$ cat config.mk
export PLATFORM = sky130hd
export DESIGN_NAME = spi_dly_master
export DESIGN_NICKNAME = d
export VERILOG_FILES = /design/src/rtl/spi_dly_pkg.sv /design/src/rtl/spi_dly_ctrl.sv /design/src/rtl/spi_dly_dpath.sv /design/src/rtl/spi_dly_master.sv
export SDC_FILE = /design/constraint.sdc
export NUM_CORES = 1
export LEC_CHECK = 0
export ABC_AREA = 0
export BUFFER_PORTS_ARGS = -buffer_cell sky130_fd_sc_hd__buf_2
export CORE_MARGIN = 2
export CORE_UTILIZATION = 40
export DETAILED_ROUTE_END_ITERATION = 6
export PLACE_DENSITY = 0.61
export RECOVER_POWER = 50
export SETUP_SLACK_MARGIN = 0.05
export SLEW_MARGIN = 20
export SYNTH_ARGS = -nofsm -noshare
export SYNTH_HDL_FRONTEND = slang
export SYNTH_SLANG_ARGS = --single-unit
$ cat constraint.sdc
create_clock -name clk -period 3 [get_ports clk]
set_input_delay 0.6 -clock clk [delete_from_list [all_inputs] [get_ports clk]]
set_output_delay 0.6 -clock clk [all_outputs]
set_load 0.02 [all_outputs]
$ cat src/rtl/spi_dly_pkg.sv
package spi_dly_pkg;
  localparam int LENF_W       = 8;
  localparam int PS_W         = 8;
  localparam int DLY_W        = 8;
  localparam int FMT_LEN_LSB  = 0;
  localparam int FMT_PS_LSB   = 8;
  localparam int FMT_HOLD_BIT = 16;
  localparam int FMT_POL_BIT  = 17;
  localparam int FMT_W        = 18;
  localparam int DLY_TRL_LSB  = 0;
  localparam int DLY_LED_LSB  = 8;
  localparam int DLYW_W       = 2 * DLY_W;

  typedef struct packed {
    logic load;
    logic sample;
    logic shiftOut;
    logic finish;
  } dpStrobe_t;
endpackage

$ cat src/rtl/spi_dly_ctrl.sv
module spi_dly_ctrl
  import spi_dly_pkg::*;
#(
  parameter int DATA_W = 16,
  localparam int BL_W  = $clog2(DATA_W) + 1
) (
  input  logic              clk,
  input  logic              rstN,
  input  logic              start,
  input  logic [LENF_W-1:0] lenIn,
  input  logic [PS_W-1:0]   psIn,
  input  logic              holdIn,
  input  logic              polIn,
  input  logic [DLY_W-1:0]  leadIn,
  input  logic [DLY_W-1:0]  trailIn,
  output logic [BL_W-1:0]   loadLen,
  output dpStrobe_t         stb,
  output logic              sclk,
  output logic              csN,
  output logic              busy,
  output logic              done
);
  localparam int PER_W = PS_W + 1;
  localparam int CNT_W = $clog2((2 ** (PS_W - 1)) + (2 ** DLY_W) + 4);

  typedef enum logic [2:0] {ST_IDLE, ST_LEAD, ST_ACT, ST_INACT, ST_TRAIL} state_t;

  state_t            state;
  logic [CNT_W-1:0]  cnt;
  logic [BL_W-1:0]   bitsLeft;
  logic [PS_W-1:0]   psReg;
  logic              polReg;
  logic [DLY_W-1:0]  trailReg;
  logic [PER_W-1:0]  perReg, perIn, idleHalf, actHalf;
  logic [CNT_W-1:0]  leadLen;
  logic              cntZero;

  function automatic logic [PER_W-1:0] periodOf(input logic [PS_W-1:0] ps);
    return (ps == '0) ? PER_W'(2) : (PER_W'(ps) + PER_W'(1));
  endfunction

  always_comb begin
    perReg   = periodOf(psReg);
    idleHalf = perReg >> 1;
    actHalf  = perReg - idleHalf;
    perIn    = periodOf(psIn);
    leadLen  = CNT_W'(perIn >> 1) + CNT_W'(leadIn) + CNT_W'(2) + CNT_W'(holdIn);
    if (lenIn < LENF_W'(2))           loadLen = BL_W'(2);
    else if (lenIn > LENF_W'(DATA_W)) loadLen = BL_W'(DATA_W);
    else                              loadLen = BL_W'(lenIn);
  end

  assign cntZero = (cnt == '0);

  always_comb begin
    stb          = '0;
    stb.load     = (state == ST_IDLE) && start;
    stb.sample   = ((state == ST_LEAD) || (state == ST_INACT)) && cntZero;
    stb.shiftOut = (state == ST_ACT) && cntZero && (bitsLeft != BL_W'(1));
    stb.finish   = (state == ST_TRAIL) && cntZero;
  end

  always_ff @(posedge clk or negedge rstN) begin
    if (!rstN) begin
      state    <= ST_IDLE;
      cnt      <= '0;
      bitsLeft <= '0;
      psReg    <= '0;
      polReg   <= 1'b0;
      trailReg <= '0;
      sclk     <= 1'b0;
      csN      <= 1'b1;
      busy     <= 1'b0;
      done     <= 1'b0;
    end else begin
      done <= 1'b0;
      unique case (state)
        ST_IDLE: begin
          sclk <= polIn;
          if (start) begin
            psReg    <= psIn;
            polReg   <= polIn;
            trailReg <= trailIn;
            bitsLeft <= loadLen;
            cnt      <= leadLen - CNT_W'(1);
            csN      <= 1'b0;
            busy     <= 1'b1;
            state    <= ST_LEAD;
          end
        end
        ST_LEAD, ST_INACT: begin
          if (cntZero) begin
            sclk  <= ~polReg;
            cnt   <= CNT_W'(actHalf) - CNT_W'(1);
            state <= ST_ACT;
          end else begin
            cnt <= cnt - CNT_W'(1);
          end
        end
        ST_ACT: begin
          if (cntZero) begin
            sclk <= polReg;
            if (bitsLeft == BL_W'(1)) begin
              cnt   <= CNT_W'(trailReg);
              state <= ST_TRAIL;
            end else begin
              bitsLeft <= bitsLeft - BL_W'(1);
              cnt      <= CNT_W'(idleHalf) - CNT_W'(1);
              state    <= ST_INACT;
            end
          end else begin
            cnt <= cnt - CNT_W'(1);
          end
        end
        ST_TRAIL: begin
          if (cntZero) begin
            csN   <= 1'b1;
            busy  <= 1'b0;
            done  <= 1'b1;
            state <= ST_IDLE;
          end else begin
            cnt <= cnt - CNT_W'(1);
          end
        end
        default: state <= ST_IDLE;
      endcase
    end
  end
endmodule

$ cat src/rtl/spi_dly_dpath.sv
module spi_dly_dpath
  import spi_dly_pkg::*;
#(
  parameter int DATA_W = 16,
  localparam int BL_W  = $clog2(DATA_W) + 1
) (
  input  logic              clk,
  input  logic              rstN,
  input  dpStrobe_t         stb,
  input  logic [DATA_W-1:0] txWord,
  input  logic [BL_W-1:0]   loadLen,
  input  logic              miso,
  output logic              mosi,
  output logic [DATA_W-1:0] rxWord
);
  logic [DATA_W-1:0] txShift;
  logic [DATA_W-1:0] rxShift;

  assign mosi = txShift[DATA_W-1];

  always_ff @(posedge clk or negedge rstN) begin
    if (!rstN) begin
      txShift <= '0;
      rxShift <= '0;
      rxWord  <= '0;
    end else begin
      if (stb.load) begin
        txShift <= txWord << (DATA_W - int'(loadLen));
        rxShift <= '0;
      end else begin
        if (stb.shiftOut) txShift <= {txShift[DATA_W-2:0], 1'b0};
        if (stb.sample)   rxShift <= {rxShift[DATA_W-2:0], miso};
      end
      if (stb.finish) rxWord <= rxShift;
    end
  end
endmodule

$ cat src/rtl/spi_dly_master.sv
module spi_dly_master
  import spi_dly_pkg::*;
#(
  parameter int DATA_W = 16
) (
  input  logic              clk,
  input  logic              rstN,
  input  logic [FMT_W-1:0]  fmtWord,
  input  logic [DLYW_W-1:0] dlyWord,
  input  logic              start,
  input  logic [DATA_W-1:0] txWord,
  output logic              busy,
  output logic              done,
  output logic [DATA_W-1:0] rxWord,
  output logic              sclk,
  output logic              mosi,
  input  logic              miso,
  output logic              csN
);
  localparam int BL_W = $clog2(DATA_W) + 1;

  dpStrobe_t       stb;
  logic [BL_W-1:0] loadLen;

  spi_dly_ctrl #(.DATA_W(DATA_W)) u_ctrl (
    .clk     (clk),
    .rstN    (rstN),
    .start   (start),
    .lenIn   (fmtWord[FMT_LEN_LSB +: LENF_W]),
    .psIn    (fmtWord[FMT_PS_LSB +: PS_W]),
    .holdIn  (fmtWord[FMT_HOLD_BIT]),
    .polIn   (fmtWord[FMT_POL_BIT]),
    .leadIn  (dlyWord[DLY_LED_LSB +: DLY_W]),
    .trailIn (dlyWord[DLY_TRL_LSB +: DLY_W]),
    .loadLen (loadLen),
    .stb     (stb),
    .sclk    (sclk),
    .csN     (csN),
    .busy    (busy),
    .done    (done)
  );

  spi_dly_dpath #(.DATA_W(DATA_W)) u_dpath (
    .clk     (clk),
    .rstN    (rstN),
    .stb     (stb),
    .txWord  (txWord),
    .loadLen (loadLen),
    .miso    (miso),
    .mosi    (mosi),
    .rxWord  (rxWord)
  );
endmodule

==> impl_metrics.yaml <==
pwr:
  clkPwrFrac: 0.180
  power.total_w: 0.00661
  pwr-share-comb: 0.528
  switching_share: 0.409
  p_int_w: 0.00391
  ir_drop_v: 0.000347
  p_switching_w: 0.00270
  seqPwrFrac: 0.292
  power_density_nw_per_um2: 818
  power.leakage_nw: 3.64
run:
  maxCapViolCount: 1
status:
  violations: "capacitance limit, slew limit, setup timing"
  status: "complete, but fails checks"
timing:
  setup_ws_ns: -0.348
  post-route-min-period_ns: 3.35
  fin_worst_skew_ns: 0.00728
  report.final.hold_viol_count: 0
  holdWs_ns: 0.441
  drv_slew: 38
  rsz0062_at_grt: "yes"
  fmax_mhz: 299
  finalSetupViolCount: 5
  period_share: 1.12
  worst_pin_slew_ns: 2.15
  timing.slew.headroom: -0.434
drt:
  vias: 5855
  drt_pass1_iterations: 4
  drtAntennaViolNets: 0
  detail_route.wl_per_cell_um: 15.5
  viasPerCell: 5.34
  drt-initial-drc-count: 470
  wl_um: 17000
  drc: 0
min_path:
  hold_path.class: "in2reg"
cells_and_area:
  drive_gt1_frac: 0.272
  final_area_um2: 8080
  fillCellCount: 1516
  area_growth_pct: 27.3
  diodes: 0
  final_nets: 971
floorplan:
  initial_core_util: 0.404
  die_y_um: 130
  dieWidth_um: 130
  rows: 46
  dieArea_um2: 16900
  coreArea_um2: 15700
  pin_count: 75
global_route:
  gr-total-overflow: 0
  grt_pass1_wl_um: 28500
  track_usage: 0.209
  antenna_found_initial: 0
  grt_start_max_net_pins: 51
  grt_pass1_vias: 5720
placement:
  finalWeightedCongestion: 0.962
  io_buffers: 74
  place_area_um2: 7590
  dp.final_hpwl_um: 12900
clock_network:
  cts.sinks: 86
  root_buffer: "clkbuf_16"
  cts_tree: "yes"
  numCtsBuffers: 9
  path_clk_slew_ns: 0.07
  hold_buffers: 0
  cts_buffer_depth: 2
  insertion_delay_ns: 0.35
  h-tree-depth: 3
logic_synthesis:
  synth_flop_cell: "dfrtp_1"
  synth_top_area_share: 0.335
  synth_common_cells: "nand2_1 (119), dfrtp_1 (85), nor2_1 (62), a21oi_1 (41), ha_1 (40)"
  synthCells: 736
  synthDistinctLibCells: 79
  synth_seq_cells: 86
  yosysSeqAreaShare: 0.339
  synth_top_area_cell: "dfrtp_1"
  syn_area_per_cell_um2: 8.62
  synth_area_leaders: "dfrtp_1 (34%), ha_1 (7.9%), nand2_1 (7.0%)"
  syn_area_um2: 6350
  yosysWarnings: 0
  synth_edf_count: 0
  yosysMostFrequentCell: "nand2_1"
  synth_nets: 831
  ys_async_sr_fraction: 1.00
critical_path:
  critical-path-max-stage-delay_ns: 0.47
  critPathKind: "in2reg"
  critPathSlowestCell: "or4b_4"
  startpoint_type: "input port"
  end_kind: "flop"
  required_ns: 3.23
  worstPathCellList: "buf_12 > inv_12 > ha_4 > or4b_4 > nor4_4 > nor2_1 > ha_1 > inv_2 > ha_4 > fa_2 > buf_4 > buf_4 > a21o_1 > a211oi_4 > o31ai_4 > a22oi_2 > a21oi_1"
  crit_arrival_ns: 3.58
  crit_fanout: 2
## metal layers
| metal | routed length, um | vias to the layer above | share of wire | GRT usage |
|---|---|---|---|---|
| met2 | 7840 | 150 | 0.46 | 0.339 |
| met5 | 0 | - | 0 | 0 |
| met4 | 153 | 0 | 0.0090 | 0.0443 |
| li1 | - | 2913 | - | - |
| met1 | 8210 | 2778 | 0.48 | 0.293 |
| met3 | 820 | 14 | 0.048 | 0.0402 |
## state kept, by name, indices dropped and copies added (netlist names)
signal,count
u_ctrl.sclk,1
u_ctrl.polReg,1
u_dpath.rxWord,16
u_ctrl.csN,1
u_ctrl.psReg,8
u_dpath.txShift,16
u_ctrl.done,1
u_ctrl.trailReg,8
u_ctrl.cnt,9
u_dpath.rxShift,16
u_ctrl.busy,1
u_ctrl.bitsLeft,5
u_ctrl.state,3
## power groups by stage
stage	combinational (W)	clock (W)	sequential, W
after global placement	0.00337	0	0.00193
after CTS	0.00344	0.00121	0.00192
final	0.00349	0.00119	0.00193
after global routing	0.00391	0.00125	0.00198
after detailed placement	0.00339	0	0.00194
after floorplan	0.00226	0	0.00182
## final timing paths
kind | depth (start not counted) | slack (ns) | from | endpoint
worst min register to register | 2 | 0.49 | u_dpath.txShift[7] | u_dpath.txShift[7]
worst min-delay path | 3 | 0.44 | dlyWord[3] | u_ctrl.trailReg[3]
worst max register to register | 15 | -0.14 | u_ctrl.psReg[0] | u_ctrl.cnt[8]
max in group asynchronous | 2 | 0.40 | rstN | u_dpath.rxWord[6]
min in group asynchronous | 1 | 0.87 | rstN | u_dpath.txShift[14]
worst max-delay path | 17 | -0.35 | fmtWord[8] | u_ctrl.cnt[4]
## logic make-up (layout without fill, tap and decap cells)
family / count (synthesis) / after routing / synth area share
DFF: 86 / 86 / 0.339
adders and majority gates: 41 / 41 / 0.0820
and+or+nand+nor: 278 / 278 / 0.206
buffers and inverters: 65 / 210 / 0.0448
AOI/OAI and AO/OA: 177 / 177 / 0.183
xor gates and xnor gates: 37 / 37 / 0.0511
muxes: 52 / 52 / 0.0940
## metrics by stage
stage	setup slack [ns]	utilization	cells	TNS, ns
floorplan	-0.419	-	736	-1.31
global placement	-0.726	0.483	1075	-3.72
detailed placement	-0.799	0.483	1075	-4.27
CTS	-0.325	0.507	1093	-1.04
global route	-0.482	0.514	1097	-9.21
finish	-0.348	0.514	1097	-1.16
## worst max-delay path: cells and delay by family
kind,cells,cell delay [ns]
buffers and inverters,5,0.48
AOI/OAI and AO/OA,5,0.81
adders and majority gates,4,0.93
and+or+nand+nor,3,0.78
## layout by cell type, fill, tap and decap left out, drive strengths merged, types with 15 or more instances in the layout
master | netlist | layout
a21oi | 41 | 41
buf | 13 | 158
clkbuf | 24 | 17
dfrtp | 85 | 85
ha | 40 | 40
inv | 28 | 30
mux2 | 18 | 18
mux2i | 30 | 30
nand2 | 119 | 119
nand3 | 26 | 26
nor2 | 65 | 65
nor3 | 16 | 16
o21ai | 50 | 50
xnor2 | 22 | 22
xor2 | 15 | 15
## final cells by class
type                            instances  area (um2)  area share
Clock buffer                            9         225      0.0279
Clock inverter                          7        91.3      0.0113
Inverter                               28         123      0.0152
Multi-Input combinational cell        585        4110       0.509
Sequential cell                        86        2150       0.267
Tap cell                              216         270      0.0335
Timing Repair Buffer                  166        1110       0.137
## what timing repair did
action                     in CTS  in global routing
buffers inserted                2                  4
setup endpoints to repair       6                  8
hold endpoints to repair        0                  0
pin swaps                      18                 15
gates resized for setup        11                 17
Power figures use the tool's default switching activity.
